==> src/rtl/bank_cfg_gate.sv <==
module bank_cfg_gate #(
  parameter int NBANKS = 4,
  parameter int ADDR_W = 24
) (
  input  logic                                  clk,
  input  logic                                  rst_n,
  input  logic                                  cfg_wr,
  input  logic [((NBANKS > 1) ? $clog2(NBANKS) : 1)-1:0] cfg_sel,
  input  logic [6:0]                            cfg_wdata,
  output logic [6:0]                            cfg_rdata,
  input  logic                                  req_valid,
  input  logic [((NBANKS > 1) ? $clog2(NBANKS) : 1)-1:0] req_bank,
  input  logic                                  req_write,
  input  logic [ADDR_W-1:0]                     req_addr,
  output logic                                  fwd_valid,
  output logic [((NBANKS > 1) ? $clog2(NBANKS) : 1)-1:0] fwd_bank,
  output logic                                  fwd_write,
  output logic [ADDR_W-1:0]                     fwd_addr,
  output logic [1:0]                            fwd_mode,
  output logic                                  fwd_mux,
  output logic                                  fwd_wide,
  output logic                                  rsp_err,
  output logic                                  rsp_done
);
  localparam int BANK_W = (NBANKS > 1) ? $clog2(NBANKS) : 1;
  localparam int CFG_W  = 7;
  localparam logic [CFG_W-1:0] RST_B0   = 7'h3B;
  localparam logic [CFG_W-1:0] RST_REST = 7'h32;

  logic [CFG_W-1:0] cfg_q [NBANKS];

  for (genvar g = 0; g < NBANKS; g++) begin : g_bank
    always_ff @(posedge clk or negedge rst_n) begin
      if (!rst_n)
        cfg_q[g] <= (g == 0) ? RST_B0 : RST_REST;
      else if (cfg_wr && cfg_sel == BANK_W'(g))
        cfg_q[g] <= cfg_wdata;
    end
  end

  logic [CFG_W-1:0] rd_word, rq_word;
  logic             rq_hit;

  always_comb begin
    rd_word = '0;
    rq_word = '0;
    rq_hit  = 1'b0;
    for (int i = 0; i < NBANKS; i++) begin
      if (cfg_sel == BANK_W'(i)) rd_word = cfg_q[i];
      if (req_bank == BANK_W'(i)) begin
        rq_word = cfg_q[i];
        rq_hit  = 1'b1;
      end
    end
  end

  assign cfg_rdata = rd_word;

  wire [1:0] rq_type = rq_word[3:2];
  wire refuse = !rq_hit || !rq_word[0] || (rq_type == 2'd3) ||
                (req_write && !rq_word[5]);
  wire [1:0] mode_n = rq_word[6] ? 2'd3 : ((rq_type == 2'd2) ? 2'd2 : 2'd1);
  wire mux_n = rq_word[1] && (rq_type == 2'd1 || rq_type == 2'd2);

  always_ff @(posedge clk or negedge rst_n) begin
    if (!rst_n) begin
      fwd_valid <= 1'b0;
      rsp_err   <= 1'b0;
      rsp_done  <= 1'b0;
      fwd_bank  <= '0;
      fwd_write <= 1'b0;
      fwd_addr  <= '0;
      fwd_mode  <= 2'd0;
      fwd_mux   <= 1'b0;
      fwd_wide  <= 1'b0;
    end else begin
      fwd_valid <= req_valid && !refuse;
      rsp_err   <= req_valid && refuse;
      rsp_done  <= req_valid && refuse;
      if (req_valid && !refuse) begin
        fwd_bank  <= req_bank;
        fwd_write <= req_write;
        fwd_addr  <= req_addr;
        fwd_mode  <= mode_n;
        fwd_mux   <= mux_n;
        fwd_wide  <= rq_word[4];
      end
    end
  end


  err_with_done_chk: assert property (@(posedge clk) disable iff (!rst_n)
    rsp_err == rsp_done);

  err_fwd_excl_chk: assert property (@(posedge clk) disable iff (!rst_n)
    !(rsp_err && fwd_valid));

  outcome_follows_req_chk: assert property (@(posedge clk) disable iff (!rst_n)
    (fwd_valid || rsp_err) |-> $past(req_valid));

  err_single_cycle_chk: assert property (@(posedge clk) disable iff (!rst_n)
    (rsp_err && !$past(req_valid, 2)) |=> !rsp_err);

  mode_nonzero_chk: assert property (@(posedge clk) disable iff (!rst_n)
    fwd_valid |-> fwd_mode != 2'd0);
endmodule

==> config.mk <==
export PLATFORM = sky130hd
export DESIGN_NAME = bank_cfg_gate
export DESIGN_NICKNAME = d
export VERILOG_FILES = /design/src/rtl/bank_cfg_gate.sv
export SDC_FILE = /design/constraint.sdc
export NUM_CORES = 1
export LEC_CHECK = 0
export ABC_CLOCK_PERIOD_IN_PS = 2000
export BUFFER_PORTS_ARGS = -buffer_cell sky130_fd_sc_hd__buf_2
export CELL_PAD_IN_SITES_DETAIL_PLACEMENT = 1
export CELL_PAD_IN_SITES_GLOBAL_PLACEMENT = 1
export CORE_UTILIZATION = 38
export CTS_CLUSTER_SIZE = 28
export DETAILED_ROUTE_END_ITERATION = 16
export GPL_TIMING_DRIVEN = 0
export HOLD_SLACK_MARGIN = 0.15
export PLACE_DENSITY = 0.8
export SLEW_MARGIN = 0
export SYNTH_ARGS = -nofsm -noshare
export SYNTH_HDL_FRONTEND = slang
export SYNTH_SLANG_ARGS = --single-unit
export TNS_END_PERCENT = 5
==> constraint.sdc <==
create_clock -name clk -period 2 [get_ports clk]
set_input_delay 0.3 -clock clk [delete_from_list [all_inputs] [get_ports clk]]
set_output_delay 0.3 -clock clk [all_outputs]
set_load 0.005 [all_outputs]
==> results of run 1 <==
==> per-layer routing <==
layer	share of wire (%)	vias to the layer above
met5	0	-
met4	1.8	0
met3	6.8	9
met2	52	67
met1	40	955
li1	-	818
==> worst max-delay path, stage by stage, from the launching register on <==
cell      delay (ns)
dfrtp_1         0.41
mux4_2          0.53
ha_4            0.20
nand2b_4        0.14
a21oi_4         0.19
buf_6           0.15
buf_12          0.14
mux2_4          0.30
==> registers in the layout, summed over array words and instances, names as in the netlist <==
register and flops:
cfg_q 28, fwd_addr 24, fwd_bank 2, fwd_mode 2, fwd_mux 1, fwd_valid 1
fwd_wide 1, fwd_write 1, rsp_done 1
==> logic make-up (layout without fill, tap and decap cells) <==
kind of cell             Yosys count  after routing  share of synthesized area, %
AND/OR/NAND/NOR                   12             12                          2.72
AO/OA/AOI/OAI                      7              7                          1.93
adder cells (fa/ha/maj)            2              2                         0.877
buffers and inverters             10            116                          2.68
flip-flops                        61             61                          54.1
multiplexers                      74             74                          37.6
==> layout make-up <==
type / count / area (um2)
fillers: 740 / 3450
well taps: 99 / 124
clock inverters: 7 / 123
repair buffers: 90 / 524
plain buffers: 8 / 98.8
clock buffers: 9 / 124
inverters: 2 / 7.51
multi-input cells: 95 / 1250
flip-flops and latches: 61 / 1540
==> synth_stat cells <==
cell type  instances  area share [%]
mux2_2            30              12
nand2_1            3            0.39
dfstp_2           14              13
buf_6              4             1.6
clkbuf_1           1            0.13
buf_2              1            0.18
a21oi_4            1            0.57
o21ai_1            1            0.18
a21oi_1            1            0.18
o2111ai_1          1            0.31
mux2i_1            3             1.1
nor3b_2            1            0.44
dfrtp_1           47              41
o22ai_1            1            0.22
mux4_1             3             2.8
ha_1               2            0.88
mux4_2             8             6.3
or2b_1             1            0.26
nand3b_1           3            0.79
mux2_4            29              15
nor2b_1            2            0.44
o21ai_2            1            0.31
buf_4              2            0.53
o21ai_0            1            0.18
inv_1              2            0.26
nand2b_1           1            0.22
mux2_1             1            0.39
nand3_1            1            0.18
==> report_power, final <==
part,internal (W),switching [W]
logic,0.000981,0.000518
clock network,0.000833,0.000540
registers,0.00170,0.000260
total,0.00352,0.00132
==> worst paths after layout <==
kind | endpoint | slack, ns | cells after the start
hold / removal | fwd_addr[4] | 0.17 | 2
hold reg to reg | fwd_addr[3] | 0.51 | 1
setup reg to reg | fwd_addr[13] | -0.15 | 7
setup / recovery | fwd_addr[13] | -0.15 | 7
max in group asynchronous | fwd_addr[13] | 0.90 | 2
min in group asynchronous | fwd_addr[6] | 0.55 | 2
==> stage by stage <==
step	setup WS, ns	util, %	power, W	cell area, um2
floorplan	-0.0395	-	0.00276	2870
global placement	-0.361	46.7	0.00328	3390
detailed placement	-0.367	46.7	0.00335	3390
CTS	-0.100	51.6	0.00480	3740
global route	-0.200	52.4	0.00512	3800
finish	-0.151	52.4	0.00484	3800
==> timing repair <==
item / CTS / global route
setup buffers: 5 / 3
cloned: 1 / 0
endpoints found under the hold margin: 0 / 47
hold buffers: 0 / 1
endpoints found under the setup margin: 29 / 31
resized for setup: 8 / 4
pin swaps: 0 / 1
==> impl_metrics.csv, run 1 <==
group,metric,value,unit
status,outcome,"finished, violations left",
status,violations,"setup timing",
cells_and_area,layout.nets,309,
clocking,cts_root_buffer,"clkbuf_8",
sta,timing.final.hold_violations,0,
logic_synthesis,synth-seq-area-share,54.1,%
floorplan,rows,31,
cells_and_area,stdcell_count,371,
clocking,clkTransAtPathRegs,0.08,ns
cells_and_area,areaGrowthSynthToFinish,33.3,%
pwr,power_density,1270,mW/mm2
grt,antenna_found_initial,0,
detailed_routing,vias,1849,
detailed_routing,ant_nets,0,
floorplan,io_pins,81,
logic_synthesis,synth_cells,166,
sta,tns,-4.00,ns
setup_path,crit_start,"cfg_q[23]",
grt,grt_max_degree,62,
clocking,ctsLongestPathBuffers,2,
sta,skew,0.00846,ns
grt,use_met3,6.81,%
logic_synthesis,synth.cell_area,0.00285,mm2
placed_design,place_inst,345,
sta,finalCritPeriodShare,108,%
grt,grt_pass1_vias,1999,
setup_path,critPathLaunchType,"flip-flop",
setup_path,cp-end-kind,"flip-flop",
clocking,cts_tree,"built",
sta,finalSetupViolations,31,
min_path,worst_hold_path_type,"in -> reg",
pwr,peakVddDrop,0.343,mV
logic_synthesis,synth.net_count,208,
detailed_routing,drtIter0Drc,30,
clocking,ctsHtreeMaxLevel,3,
cells_and_area,drive_gt1_share,73.2,%
clocking,numCtsBuffers,9,
sta,period_minus_slack,2.15,ns
pwr,leakage,1.75,nW
logic_synthesis,yosys_warnings,0,
sta,setup_slack,-0.151,ns
grt,met1_usage,20.8,%
grt,track_usage,18.7,%
min_path,hold_start,"req_addr[4]",
setup_path,critPathRequiredTime,2.23,ns
floorplan,die_x,88.6,um
detailed_routing,drt-wirelength-per-cell,18.8,um
grt,grt_pass1_wl,10.4,mm
clocking,numClockSinks,61,
setup_path,path_max_fanout,10,
setup_path,r2r-start,"cfg_q[23]",
logic_synthesis,ys_types,28,
grt,met2_usage,32.3,%
clocking,worstSkewPairLatency,0.35,ns
floorplan,core,0.00725,mm2
floorplan,die_h,88.6,um
grt,grt.busiest_layer,"met2",
placed_design,gp_congestion,0.754,
cells_and_area,final_common_cell,"buf_2",
logic_synthesis,postSynthAreaPerCell,17.2,um2
cells_and_area,antenna_cells,0,
setup_path,critPathKind,"reg -> reg",
grt,gr-total-overflow,0,
sta,rsz0062_at_grt,"yes",
floorplan,die-area,0.00785,mm2
sta,relSlewSlack,47.8,%
placed_design,io_buffers,80,
cells_and_area,mostFrequentLayoutCells,"80 x buf_2, 47 x dfrtp_1, 31 x mux2_4",
sta,hold_slack,0.169,ns
sta,fmaxAchievable,0.465,GHz
setup_path,worstPathArrival,2.39,ns
sta,drv_slew,0,
floorplan,initial_core_util,39.3,%
detailed_routing,drtPass1Iterations,4,
sta,tightest_slew,0.783,ns
detailed_routing,viasPerCell,4.98,
logic_synthesis,ys_seq_elements,61,
job,max-cap-violations,0,
detailed_routing,wl,6.97,mm
detailed_routing,drc,0,
placed_design,hpwl,4.30,mm
Power figures use the tool's default switching activity.
==> run 2: changes to the inputs <==
--- a/config.mk
+++ b/config.mk
@@ -6,15 +6,15 @@
 export NUM_CORES = 1
 export LEC_CHECK = 0
 export ABC_CLOCK_PERIOD_IN_PS = 2000
-export BUFFER_PORTS_ARGS = -buffer_cell sky130_fd_sc_hd__buf_2
 export CELL_PAD_IN_SITES_DETAIL_PLACEMENT = 1
 export CELL_PAD_IN_SITES_GLOBAL_PLACEMENT = 1
-export CORE_UTILIZATION = 38
+export CORE_UTILIZATION = 46
 export CTS_CLUSTER_SIZE = 28
 export DETAILED_ROUTE_END_ITERATION = 16
+export DONT_BUFFER_PORTS = 1
 export GPL_TIMING_DRIVEN = 0
 export HOLD_SLACK_MARGIN = 0.15
-export PLACE_DENSITY = 0.8
+export PLACE_DENSITY = 0.79
 export SLEW_MARGIN = 0
 export SYNTH_ARGS = -nofsm -noshare
 export SYNTH_HDL_FRONTEND = slang
==> impl_metrics.csv, run 2 (same netlist as run 1, synthesis figures left out) <==
group,metric,value,unit
clocking,worstSkewPairLatency,0.34,ns
detailed_routing,drc,0,
setup_path,ff2ff_path_depth,7,
min_path,hold_end,"fwd_bank[0]",
setup_path,critPathRequiredTime,2.21,ns
clocking,ctsHtreeMaxLevel,3,
setup_path,ff2ff_setup_slack,-0.12,ns
detailed_routing,ant_nets,0,
status,outcome,"finished, violations left",
sta,finalCritPeriodShare,106,%
cells_and_area,reg.largest.list,"cfg_q x28, fwd_addr x24",
floorplan,die_x,80.7,um
cells_and_area,nFillCells,556,
cells_and_area,layout.nets,262,
grt,gr-total-overflow,0,
placed_design,io_buffers,0,
cells_and_area,drive_gt1_share,52.0,%
clocking,numCtsBuffers,9,
sta,rsz0062_at_grt,"yes",
sta,setup_slack,-0.118,ns
sta,period_minus_slack,2.12,ns
setup_path,cp-end-kind,"flip-flop",
floorplan,die_h,80.7,um
placed_design,place_inst,241,
placed_design,hpwl,4.18,mm
detailed_routing,drtIter0Drc,25,
cells_and_area,largest-register,"cfg_q",
cells_and_area,antenna_cells,0,
detailed_routing,drtPass1Iterations,4,
sta,tightest_slew,0.781,ns
sta,relSlewSlack,47.7,%
placed_design,post-place-ws,-0.197,ns
grt,grt_pass1_wl,10.2,mm
setup_path,r2r-start,"cfg_q[2]",
sta,fmaxAchievable,0.472,GHz
pwr,power,0.00425,W
sta,drv_slew,0,
setup_path,worstPathArrival,2.33,ns
pwr,leakage,1.56,nW
cells_and_area,largest_reg_flops,28,
clocking,numClockSinks,61,
detailed_routing,drt-wirelength-per-cell,22.9,um
grt,grt_pass1_vias,1940,
cells_and_area,final_common_cell,"dfrtp_1",
sta,timing.final.hold_violations,0,
job,max-cap-violations,0,
clocking,cts_root_buffer,"clkbuf_8",
sta,skew,0.00915,ns
detailed_routing,wl,6.87,mm
clocking,cts_tree,"built",
pwr,peakVddDrop,0.628,mV
pwr,power_density,1160,mW/mm2
floorplan,core,0.00596,mm2
min_path,hold_start,"req_bank[0]",
placed_design,gp_congestion,0.695,
status,violations,"setup timing",
grt,grt_max_degree,62,
detailed_routing,vias,1681,
min_path,worst_hold_path_type,"in -> reg",
cells_and_area,mostFrequentLayoutCells,"47 x dfrtp_1, 34 x dlygate4sd3_1, 31 x mux2_4",
setup_path,critPathKind,"reg -> reg",
setup_path,critPathLaunchType,"flip-flop",
setup_path,path_max_fanout,6,
min_path,hold_path_depth,2,
floorplan,io_pins,81,
cells_and_area,areaGrowthSynthToFinish,28.7,%
clocking,clkTransAtPathRegs,0.07,ns
floorplan,die-area,0.00652,mm2
sta,finalSetupViolations,31,
detailed_routing,viasPerCell,5.60,
clocking,ctsLongestPathBuffers,2,
cells_and_area,fin_util,61.6,%
floorplan,rows,28,
setup_path,reg2reg_to,"fwd_mux",
floorplan,initial_core_util,47.9,%
grt,track_usage,22.3,%
grt,antenna_found_initial,0,
cells_and_area,stdcell_count,300,
==> run 2: changes by cell type in the layout (fill, tap and decap cells not counted), sizes merged <==
cell / delta
dlygate4sd3: +33
clkinvlp: -2
bufinv: -3
buf: -82
inv: -1
clkbuf: +8
==> run 2: layer usage <==
| metal | global-route usage [%] | routed length, um | up-vias |
|---|---|---|---|
| met3 | 7.08 | 526 | 11 |
| met5 | 0 | 0 | - |
| met4 | 11.1 | 128 | 0 |
| met1 | 25.1 | 2640 | 873 |
| met2 | 38.3 | 3580 | 67 |
| li1 | - | - | 730 |
==> run 2: repair_timing <==
item / in CTS / in global routing
setup buffers: 1 / 5
hold buffers: 35 / 0
cloned: 0 / 2
resized for setup: 3 / 6
endpoints found under the hold margin: 115 / 0
pin swaps: 0 / 1
setup endpoints to repair: 29 / 31
==> run 2: worst max path at each step <==
stage                     start            to
floorplan           req_bank[0]  fwd_addr[10]
global placement    req_bank[0]  fwd_addr[21]
detailed placement  req_bank[0]       fwd_mux
CTS                    cfg_q[3]   fwd_addr[3]
global route           cfg_q[2]   fwd_addr[4]
finish                 cfg_q[2]       fwd_mux
==> run 2: layout make-up <==
cell class                      instances  area [um2]  area share [%]
Clock buffer                           15         186            5.08
Sequential cell                        61        1540            42.1
Buffer                                  8        98.8            2.69
Clock inverter                          1        5.00           0.136
Timing Repair Buffer                   43         479            13.1
Inverter                                2        7.51           0.205
Tap cell                               75        93.8            2.56
Multi-Input combinational cell         95        1250            34.2
==> run 2: power breakdown <==
group	internal (W)	switching, W
registers	0.00171	0.000381
clock network	0.000585	0.000458
logic	0.000767	0.000352
==> run 2: worst max-delay path, cell delays in order, from the launching register on <==
cell and delay, ns:
dfrtp_1 0.40, mux4_2 0.54, ha_4 0.19, nand2b_4 0.14, a21oi_4 0.13, buf_12 0.15
clkbuf_16 0.15, mux2_4 0.30
==> run 2: stage by stage <==
step / area, um2 / setup TNS [ns] / hold slack (ns)
global route: 3670 / -4.48 / 0.253
global placement: 2960 / -4.84 / 0.00570
floorplan: 2870 / -1.09 / 0.00441
detailed placement: 2960 / -5.40 / 0.00578
finish: 3670 / -3.15 / 0.259
CTS: 3540 / -3.08 / 0.245
